$ cat src/rtl/tag_resp_encoder.sv
module tag_resp_encoder #(
  parameter int DIV_A     = 32,
  parameter int DIV_B     = 28,
  parameter int PULSES_A  = 8,
  parameter int PULSES_B  = 9,
  parameter int LOW_MULT  = 4,
  parameter logic [7:0] SOF_PAT = 8'hB8,
  parameter logic [7:0] EOF_PAT = 8'h1D
) (
  input  logic       clk,
  input  logic       rst_n,
  input  logic       start,
  input  logic       rate_hi,
  input  logic       dual_sc,
  input  logic       fast,
  input  logic [7:0] in_data,
  input  logic       in_valid,
  output logic       in_ready,
  output logic       mod_out,
  output logic       busy
);

  localparam int SW   = $clog2(DIV_A > DIV_B ? DIV_A : DIV_B);
  localparam int PMAX = (PULSES_B > PULSES_A ? PULSES_B : PULSES_A) * LOW_MULT;
  localparam int PW   = $clog2(PMAX + 1);
  localparam logic [SW:0]   PER_A   = (SW+1)'(DIV_A);
  localparam logic [SW:0]   PER_B   = (SW+1)'(DIV_B);
  localparam logic [PW-1:0] NA_HI   = PW'(PULSES_A);
  localparam logic [PW-1:0] NA_LO   = PW'(PULSES_A * LOW_MULT);
  localparam logic [PW-1:0] NA_FAST = PW'(PULSES_A / 2);
  localparam logic [PW-1:0] NB_HI   = PW'(PULSES_B);
  localparam logic [PW-1:0] NB_LO   = PW'(PULSES_B * LOW_MULT);

  typedef enum logic [1:0] {S_IDLE, S_SOF, S_DATA, S_EOF} st_t;

  st_t           st;
  logic [15:0]   sym;
  logic [4:0]    halves_left;
  logic [SW-1:0] sub_cnt;
  logic [PW-1:0] pulse_cnt;
  logic          c_hi, c_dual, c_fast;

  logic          use_b, sub_wrap, half_end, seg_end;
  logic [SW:0]   period;
  logic [PW-1:0] n_pulses;

  function automatic logic [15:0] expand(input logic [7:0] b);
    logic [15:0] r;
    for (int i = 0; i < 8; i++) begin
      r[2*i]   = ~b[i];
      r[2*i+1] =  b[i];
    end
    return r;
  endfunction

  assign use_b    = c_dual & ~sym[0];
  assign period   = use_b ? PER_B : PER_A;
  assign n_pulses = use_b ? (c_hi ? NB_HI : NB_LO)
                          : (c_fast ? NA_FAST : (c_hi ? NA_HI : NA_LO));
  assign sub_wrap = {1'b0, sub_cnt} == period - 1'b1;
  assign half_end = sub_wrap && (pulse_cnt == n_pulses - 1'b1);
  assign seg_end  = half_end && (halves_left == 5'd1);

  assign busy     = (st != S_IDLE);
  assign in_ready = seg_end && (st == S_SOF || st == S_DATA);
  assign mod_out  = busy && (sym[0] || c_dual) && ({1'b0, sub_cnt} < (period >> 1));

  always_ff @(posedge clk or negedge rst_n) begin
    if (!rst_n) begin
      st          <= S_IDLE;
      sym         <= '0;
      halves_left <= '0;
      sub_cnt     <= '0;
      pulse_cnt   <= '0;
      c_hi        <= 1'b0;
      c_dual      <= 1'b0;
      c_fast      <= 1'b0;
    end else if (st == S_IDLE) begin
      if (start && !(fast && dual_sc)) begin
        c_hi        <= rate_hi;
        c_dual      <= dual_sc;
        c_fast      <= fast;
        st          <= S_SOF;
        sym         <= {8'h00, SOF_PAT};
        halves_left <= 5'd8;
        sub_cnt     <= '0;
        pulse_cnt   <= '0;
      end
    end else begin
      if (sub_wrap) begin
        sub_cnt   <= '0;
        pulse_cnt <= half_end ? '0 : pulse_cnt + 1'b1;
      end else begin
        sub_cnt <= sub_cnt + 1'b1;
      end
      if (half_end) begin
        if (!seg_end) begin
          sym         <= sym >> 1;
          halves_left <= halves_left - 1'b1;
        end else if (st == S_EOF) begin
          st <= S_IDLE;
        end else if (in_valid) begin
          sym         <= expand(in_data);
          halves_left <= 5'd16;
          st          <= S_DATA;
        end else begin
          sym         <= {8'h00, EOF_PAT};
          halves_left <= 5'd8;
          st          <= S_EOF;
        end
      end
    end
  end

  assert_idle_quiet_R1: assert property (@(posedge clk) disable iff (!rst_n)
    !busy |-> (!mod_out && !in_ready));

  assert_sub_range_R3: assert property (@(posedge clk) disable iff (!rst_n)
    busy |-> ({1'b0, sub_cnt} < period));

  assert_ready_in_frame_R8: assert property (@(posedge clk) disable iff (!rst_n)
    in_ready |-> busy);

  assert_start_busy_R9: assert property (@(posedge clk) disable iff (!rst_n)
    (!busy && start && !(fast && dual_sc)) |=> busy);

  assert_reject_R10: assert property (@(posedge clk) disable iff (!rst_n)
    (!busy && start && fast && dual_sc) |=> !busy);

  assert_cfg_hold_R11: assert property (@(posedge clk) disable iff (!rst_n)
    busy |=> (!busy || ($stable(c_hi) && $stable(c_dual) && $stable(c_fast))));

  assert_no_fast_dual_R10: assert property (@(posedge clk) disable iff (!rst_n)
    busy |-> !(c_fast && c_dual));

endmodule

$ cat config.mk
export PLATFORM = sky130hd
export DESIGN_NAME = tag_resp_encoder
export DESIGN_NICKNAME = d
export VERILOG_FILES = /design/src/rtl/tag_resp_encoder.sv
export SDC_FILE = /design/constraint.sdc
export NUM_CORES = 1
export LEC_CHECK = 0
export CAP_MARGIN = 0
export CELL_PAD_IN_SITES_DETAIL_PLACEMENT = 0
export CELL_PAD_IN_SITES_GLOBAL_PLACEMENT = 1
export CORE_ASPECT_RATIO = 0.6
export CORE_MARGIN = 2
export CORE_UTILIZATION = 40
export DETAILED_ROUTE_END_ITERATION = 8
export DONT_BUFFER_PORTS = 1
export GPL_TIMING_DRIVEN = 0
export PLACE_DENSITY = 0.7
export REMOVE_ABC_BUFFERS = 1
export SYNTH_ARGS = -nofsm -noshare
export SYNTH_HDL_FRONTEND = slang
export SYNTH_SLANG_ARGS = --single-unit
$ cat constraint.sdc
create_clock -name clk -period 3.5 [get_ports clk]
set_clock_uncertainty 0.2 [all_clocks]
set_input_delay 0.175 -clock clk [delete_from_list [all_inputs] [get_ports clk]]
set_output_delay 0.175 -clock clk [all_outputs]
set_load 0.02 [all_outputs]
==> flow_metrics.py, run 1 <==
metrics = {
    "job": {
        "drv_cap": 0,
    },
    "logic_synthesis": {
        "synth-seq-area-share": 0.414,
        "syn_area_mm2": 0.00224,
        "synth_top_flop_cell": "dfrtp_1",
        "synth.area.top_cells": "dfrtp_1 (41%), ha_1 (5.0%), nor2_1 (4.5%)",
        "yosys_warnings": 0,
        "avgSynthCellArea_um2": 9.56,
        "yosysTopAreaCell": "dfrtp_1",
        "synth_top_cell_area_share": 0.414,
        "ys_ff_latch": 37,
        "synth_edf_count": 0,
        "syn_inst": 234,
        "synthArstFlopShare": 1.00,
        "synth.distinct_cells": 56,
    },
    "worst_setup_path": {
        "r2r_slack_ns": 0.26,
        "start_kind": "register",
        "cp_slowest_cell": "dfrtp_1",
        "cp-startpoint": "sym[0]$_DFFE_PN0P_",
        "regToRegStartpoint": "sym[0]$_DFFE_PN0P_",
        "path_max_fanout": 8,
        "cp.arrival_ns": 2.98,
        "reg2reg_to": "sym[3]$_DFFE_PN0P_",
        "critical_path.cell_chain": "or3b_4 -> a21boi_0 -> ha_1 -> xor2_1 -> xnor2_2 -> nand2_1 -> nor4_2 -> and2_1",
        "cp_num_buf_inv": 0,
        "cp_top_family": "simple AND/OR/NAND/NOR gates",
        "crit_path_max_incr_delay_ns": 0.46,
        "crit_type": "register to primary output",
        "critical_path_depth": 8,
        "required_ns": 3.12,
        "worstSetupEndpointType": "primary output",
        "endpoint": "in_ready",
        "reg2reg_depth": 9,
    },
    "global_route": {
        "overflow": 0,
        "grt_antenna_before_repair": 0,
        "grt_pass1_wl_um": 8700,
        "grt_pass1_vias": 1611,
        "grt_use_total": 0.187,
        "grt_max_degree": 38,
    },
    "cts": {
        "insertion_delay_ns": 0.29,
        "htree_levels": 2,
        "cts.sinks": 37,
        "cts_tree": "done",
        "clk_pin_slew_ns": 0.07,
        "cts_root_buf": "clkbuf_8",
        "cts_made_buffers": 5,
        "clock_tree.buffer_depth": 2,
    },
    "die": {
        "ios": 18,
        "rows": 21,
        "start_util": 0.407,
        "die_x_um": 101,
        "core_mm2": 0.00549,
        "die_h_um": 61.9,
        "die_area_mm2": 0.00623,
    },
    "sta": {
        "slew_headroom": 0.523,
        "rsz0062_at_grt": "false",
        "hold_violations": 0,
        "fin_tns_setup_ns": 0,
        "setup_viol": 0,
        "fin_crit_ns": 3.36,
        "tightest_slew_ns": 0.714,
        "drv_slew": 0,
        "fmax_ghz": 0.298,
        "timing.final.crit_share": 0.959,
    },
    "run_status": {
        "status": "completed",
    },
    "final_layout": {
        "syn_to_final_growth_pct": 17.4,
        "fin_util": 0.478,
        "insertedDiodeCount": 0,
        "final.fill_count": 498,
        "drive_gt1_frac": 0.160,
        "fin_nets": 279,
    },
    "drt": {
        "wl_um": 5580,
        "route.vias.total": 1850,
        "ant_nets": 0,
        "drc": 0,
        "firstDrtPassIters": 4,
        "wire_per_inst_um": 17.2,
        "via_per_inst": 5.69,
        "drtIter0Drc": 110,
    },
    "power": {
        "ir_worst_vdd_mv": 0.126,
        "p_leak_uw": 0.00115,
        "power_uw": 847,
        "p_per_area_mw_per_mm2": 323,
    },
    "placement": {
        "port_buffers": 0,
        "place_hpwl_um": 3600,
        "gp_congestion": 0.787,
    },
    "min_path": {
        "min_path_type": "input port to register",
    },
}
per-layer routing:
metal,share of wire,vias up,global-route usage
met4,0.011,0,0.0587
met5,0,-,0
met2,0.38,39,0.232
li1,-,905,-
met3,0.048,6,0.0369
met1,0.56,900,0.309
cells by family after synthesis:
logic type / after synthesis / synth area share
AND/OR/NAND/NOR: 92 / 0.215
flip-flops: 37 / 0.414
buffers and inverters: 22 / 0.0531
adder cells (fa/ha/maj): 9 / 0.0503
XOR/XNOR: 8 / 0.0313
AO/OA/AOI/OAI: 64 / 0.227
multiplexers: 2 / 0.00951
cell usage after synthesis, types with 2 or more instances:
cell,n
and2b_2,2
nand2_1,19
xor2_1,5
a21o_1,2
o2bb2ai_1,2
and3_1,3
a21oi_2,3
nor3_1,5
buf_2,3
xnor2_1,3
inv_1,12
nand3_1,15
a221oi_2,6
o211ai_1,2
o21ai_0,11
nand2b_1,3
and2_1,2
a211oi_1,2
ha_1,9
nor4_1,2
nor2_1,27
dfrtp_1,37
nand4_1,2
a21oi_1,15
a221oi_1,3
a22o_1,4
and4_2,3
clkbuf_1,2
buf_6,3
worst min-delay path: stages:
cell	delay, ns
nand2_1	0.11
nor2_1	0.07
nor2_1	0.09
cell type report:
type	count	area (um^2)	share of cell area
clock buffers	7	86.3	0.0329
clock inverters	1	30.0	0.0114
flip-flops and latches	37	926	0.353
inverters	13	48.8	0.0186
well taps	69	86.3	0.0329
multi-input cells	176	1230	0.468
repair buffers	22	220	0.0838
sequential cells by signal (all words and copies together) (netlist names):
| signal | flops |
|---|---|
| c_dual | 1 |
| c_fast | 1 |
| c_hi | 1 |
| halves_left | 5 |
| pulse_cnt | 6 |
| st | 2 |
| sub_cnt | 5 |
| sym | 16 |
worst min path at each step:
| stage | start | end | slack [ns] | cells past startpoint |
|---|---|---|---|---|
| final | start | c_dual$_DFFE_PN0P_ | 0.004 | 3 |
| after global routing | start | sub_cnt[0]$_DFFE_PN0N_ | 0.02 | 3 |
| after CTS | start | sub_cnt[0]$_DFFE_PN0N_ | 0.003 | 3 |
| after detailed placement | rst_n | sym[5]$_DFFE_PN0P_ | -0.32 | 0 |
| after global placement | rst_n | sym[7]$_DFFE_PN0P_ | -0.32 | 0 |
| after floorplan | rst_n | c_dual$_DFFE_PN0P_ | -0.32 | 0 |
report_power, final:
| part | internal (uW) | total, uW | switching, uW |
|---|---|---|---|
| Combinational | 15.0 | 30.6 | 15.6 |
| Clock | 232 | 390 | 157 |
| Sequential | 427 | 427 | 0 |
| Total | 675 | 847 | 173 |
cells in the final DEF (no fill, tap or decap), types with 4 or more instances in the layout:
| cell type | instances |
|---|---|
| a22o_1 | 4 |
| nor2_1 | 27 |
| clkbuf_8 | 6 |
| a221oi_2 | 6 |
| ha_1 | 9 |
| nor3_1 | 5 |
| dlygate4sd3_1 | 17 |
| inv_1 | 12 |
| nand2_1 | 19 |
| buf_4 | 4 |
| xor2_1 | 5 |
| nand3_1 | 14 |
| a21oi_1 | 15 |
| dfrtp_1 | 37 |
| o21ai_0 | 11 |
timing repair:
action                                  CTS  global route
endpoints found under the setup margin   20            20
pin swaps                                 2             2
gates resized for setup                   0             6
endpoints found under the hold margin    59             0
cloned                                    1             0
buffers inserted                          3             1
hold buffers                             18             0
through the flow:
| stage | area (um^2) | hold WS, ns | std cells | setup slack, ns |
|---|---|---|---|---|
| finish | 2630 | 0.00362 | 325 | 0.144 |
| global route | 2630 | 0.0240 | 325 | 0.00210 |
| global placement | 2250 | -0.320 | 294 | -0.461 |
| floorplan | 2170 | -0.321 | 225 | 0.262 |
| detailed placement | 2250 | -0.320 | 294 | -0.433 |
| CTS | 2590 | 0.00341 | 324 | 0.00886 |
Power figures use the tool's default switching activity.
==> inputs of run 2 (changes only) <==
Settings changed: CORE_MARGIN 2 to default, SKIP_CTS_REPAIR_TIMING from default to 1.
Clock period 3.5 ns to 3.75 ns, I/O delays scaled along.
==> run 2 against run 1 <==
  * The flow now finishes with violations (design-rule violations, negative hold slack)
  * Final area shrank 3.2%
  * Sequential share of layout area grew 1.2 points
  * Largest power group unchanged
  * First-iteration DRC count increased by 19%
  * Sequential power is 6.6% lower
  * Largest cell class unchanged
  * Cell count fell by 1.8%
  * Hold slack got worse by 0.030 ns
==> flow_metrics.py, run 2 (synthesis gave the netlist of run 1 again) <==
metrics = {
    "placement": {
        "place_hpwl_um": 3690,
        "port_buffers": 0,
        "place_ws_ns": -0.209,
        "gp_congestion": 0.806,
        "dpl_cell_area_mm2": 0.00225,
        "placed_cells_incl_taps": 291,
    },
    "final_layout": {
        "final_cells": 319,
        "largest_reg_flops": 16,
        "final_cell_mix": "dfrtp_1 (37), nor2_1 (27), nand2_1 (19), dlygate4sd3_1 (16)",
        "reg.largest.list": "sym x16, pulse_cnt x6",
        "max_flop_register": "sym",
        "fin_nets": 276,
        "mostFrequentLayoutCell": "dfrtp_1",
        "insertedDiodeCount": 0,
        "fin_area_mm2": 0.00254,
        "drive_gt1_frac": 0.142,
        "syn_to_final_growth_pct": 13.6,
    },
    "sta": {
        "fin_crit_ns": 3.42,
        "fmax_ghz": 0.292,
        "rsz0062_at_grt": "false",
        "timing.final.crit_share": 0.912,
        "fin_tns_setup_ns": 0,
        "drv_slew": 0,
        "whs_ns": -0.0265,
        "tightest_slew_ns": 0.698,
        "hold_violations": 2,
        "setup_viol": 0,
        "slew_headroom": 0.533,
        "final.setup.worst_slack_ns": 0.330,
    },
    "cts": {
        "cts_made_buffers": 5,
        "clk_pin_slew_ns": 0.08,
        "cts_root_buf": "clkbuf_8",
        "htree_levels": 2,
        "cts_tree": "done",
        "insertion_delay_ns": 0.29,
        "cts.sinks": 37,
        "clock_tree.buffer_depth": 2,
    },
    "worst_setup_path": {
        "reg2reg_to": "sym[10]$_DFFE_PN0P_",
        "regToRegStartpoint": "sym[0]$_DFFE_PN0P_",
        "crit_path_max_incr_delay_ns": 0.51,
        "r2r_slack_ns": 0.33,
        "crit_type": "register to register",
        "cp.arrival_ns": 3.39,
        "reg2reg_depth": 9,
        "worstSetupEndpointType": "register",
        "endpoint": "sym[10]$_DFFE_PN0P_",
        "cp-startpoint": "sym[0]$_DFFE_PN0P_",
        "path_max_fanout": 10,
        "critical_path.cell_chain": "nor2b_1 -> inv_2 -> ha_1 -> nand4b_1 -> a211oi_4 -> nor3b_2 -> nand4_1 -> a221oi_2 -> nor2_1",
        "start_kind": "register",
        "required_ns": 3.72,
        "cp_slowest_cell": "nand4_1",
    },
    "run_status": {
        "status": "finished, violations left",
        "failed_checks": "design-rule violations, negative hold slack",
    },
    "power": {
        "ir_worst_vdd_mv": 0.184,
        "p_per_area_mw_per_mm2": 275,
        "p_leak_uw": 0.00113,
    },
    "global_route": {
        "overflow": 0,
        "grt_max_degree": 38,
        "grt_antenna_before_repair": 0,
        "grt_pass1_vias": 1555,
        "grt_pass1_wl_um": 8490,
        "grt_use_total": 0.192,
    },
    "die": {
        "rows": 20,
        "core_mm2": 0.00523,
        "die_x_um": 98.5,
        "die_h_um": 59.9,
        "ios": 18,
        "die_area_mm2": 0.00591,
        "start_util": 0.428,
    },
    "drt": {
        "wire_per_inst_um": 16.8,
        "drtIter0Drc": 131,
        "route.vias.total": 1771,
        "firstDrtPassIters": 8,
        "ant_nets": 0,
        "drc": 1,
        "via_per_inst": 5.55,
        "wl_um": 5370,
    },
    "job": {
        "drv_cap": 0,
    },
    "min_path": {
        "min_path_type": "input port to register",
    },
}
[run 2: layout make-up]
type | instances | area [um^2]
Clock inverter | 2 | 10.0
Fill cell | 512 | 2690
Inverter | 13 | 48.8
Sequential cell | 37 | 926
Multi-Input combinational cell | 176 | 1210
Timing Repair Buffer | 19 | 195
Clock buffer | 6 | 72.6
Tap cell | 66 | 82.6
[run 2: through the flow]
step | util | hold WS, ns | total power (uW)
floorplan | - | -0.308 | 410
finish | 0.486 | -0.0265 | 700
CTS | 0.446 | -0.626 | 685
global route | 0.486 | 0.0119 | 727
global placement | 0.430 | -0.307 | 410
detailed placement | 0.430 | -0.307 | 410
[run 2: worst max-delay path: cells and delay by family (launching register included)]
family / cells / cell delay (ns)
buffers and inverters: 1 / 0.13
DFF: 1 / 0.44
and+or+nand+nor: 5 / 1.54
adders and majority gates: 1 / 0.30
AOI/OAI and AO/OA: 2 / 0.70
[run 2: routing by layer]
metal  routed length, um  GRT usage  vias to the layer above
met1                3130      0.322                      838
met5                   0          0                        -
met4                  34     0.0448                        0
met3                 294     0.0456                        5
met2                1920      0.229                       35
li1                    -          -                      893
[run 2: how the worst min path moves through the flow]
stage / from / endpoint / slack (ns) / depth (start not counted)
final: start / c_dual$_DFFE_PN0P_ / -0.03 / 3
after CTS: rst_n / sym[8]$_DFFE_PN0P_ / -0.63 / 0
after global placement: rst_n / sub_cnt[3]$_DFFE_PN0N_ / -0.31 / 0
after floorplan: rst_n / c_dual$_DFFE_PN0P_ / -0.31 / 0
after detailed placement: rst_n / sub_cnt[3]$_DFFE_PN0N_ / -0.31 / 0
after global routing: start / c_dual$_DFFE_PN0P_ / 0.01 / 3
[run 2: where the power goes]
part           total [uW]  switching, uW  internal [uW]  leakage (uW)
logic                26.9           13.6           13.3      0.000603
registers             399              0            399      0.000481
clock network         274            145            129     0.0000450
total                 700            159            541       0.00113
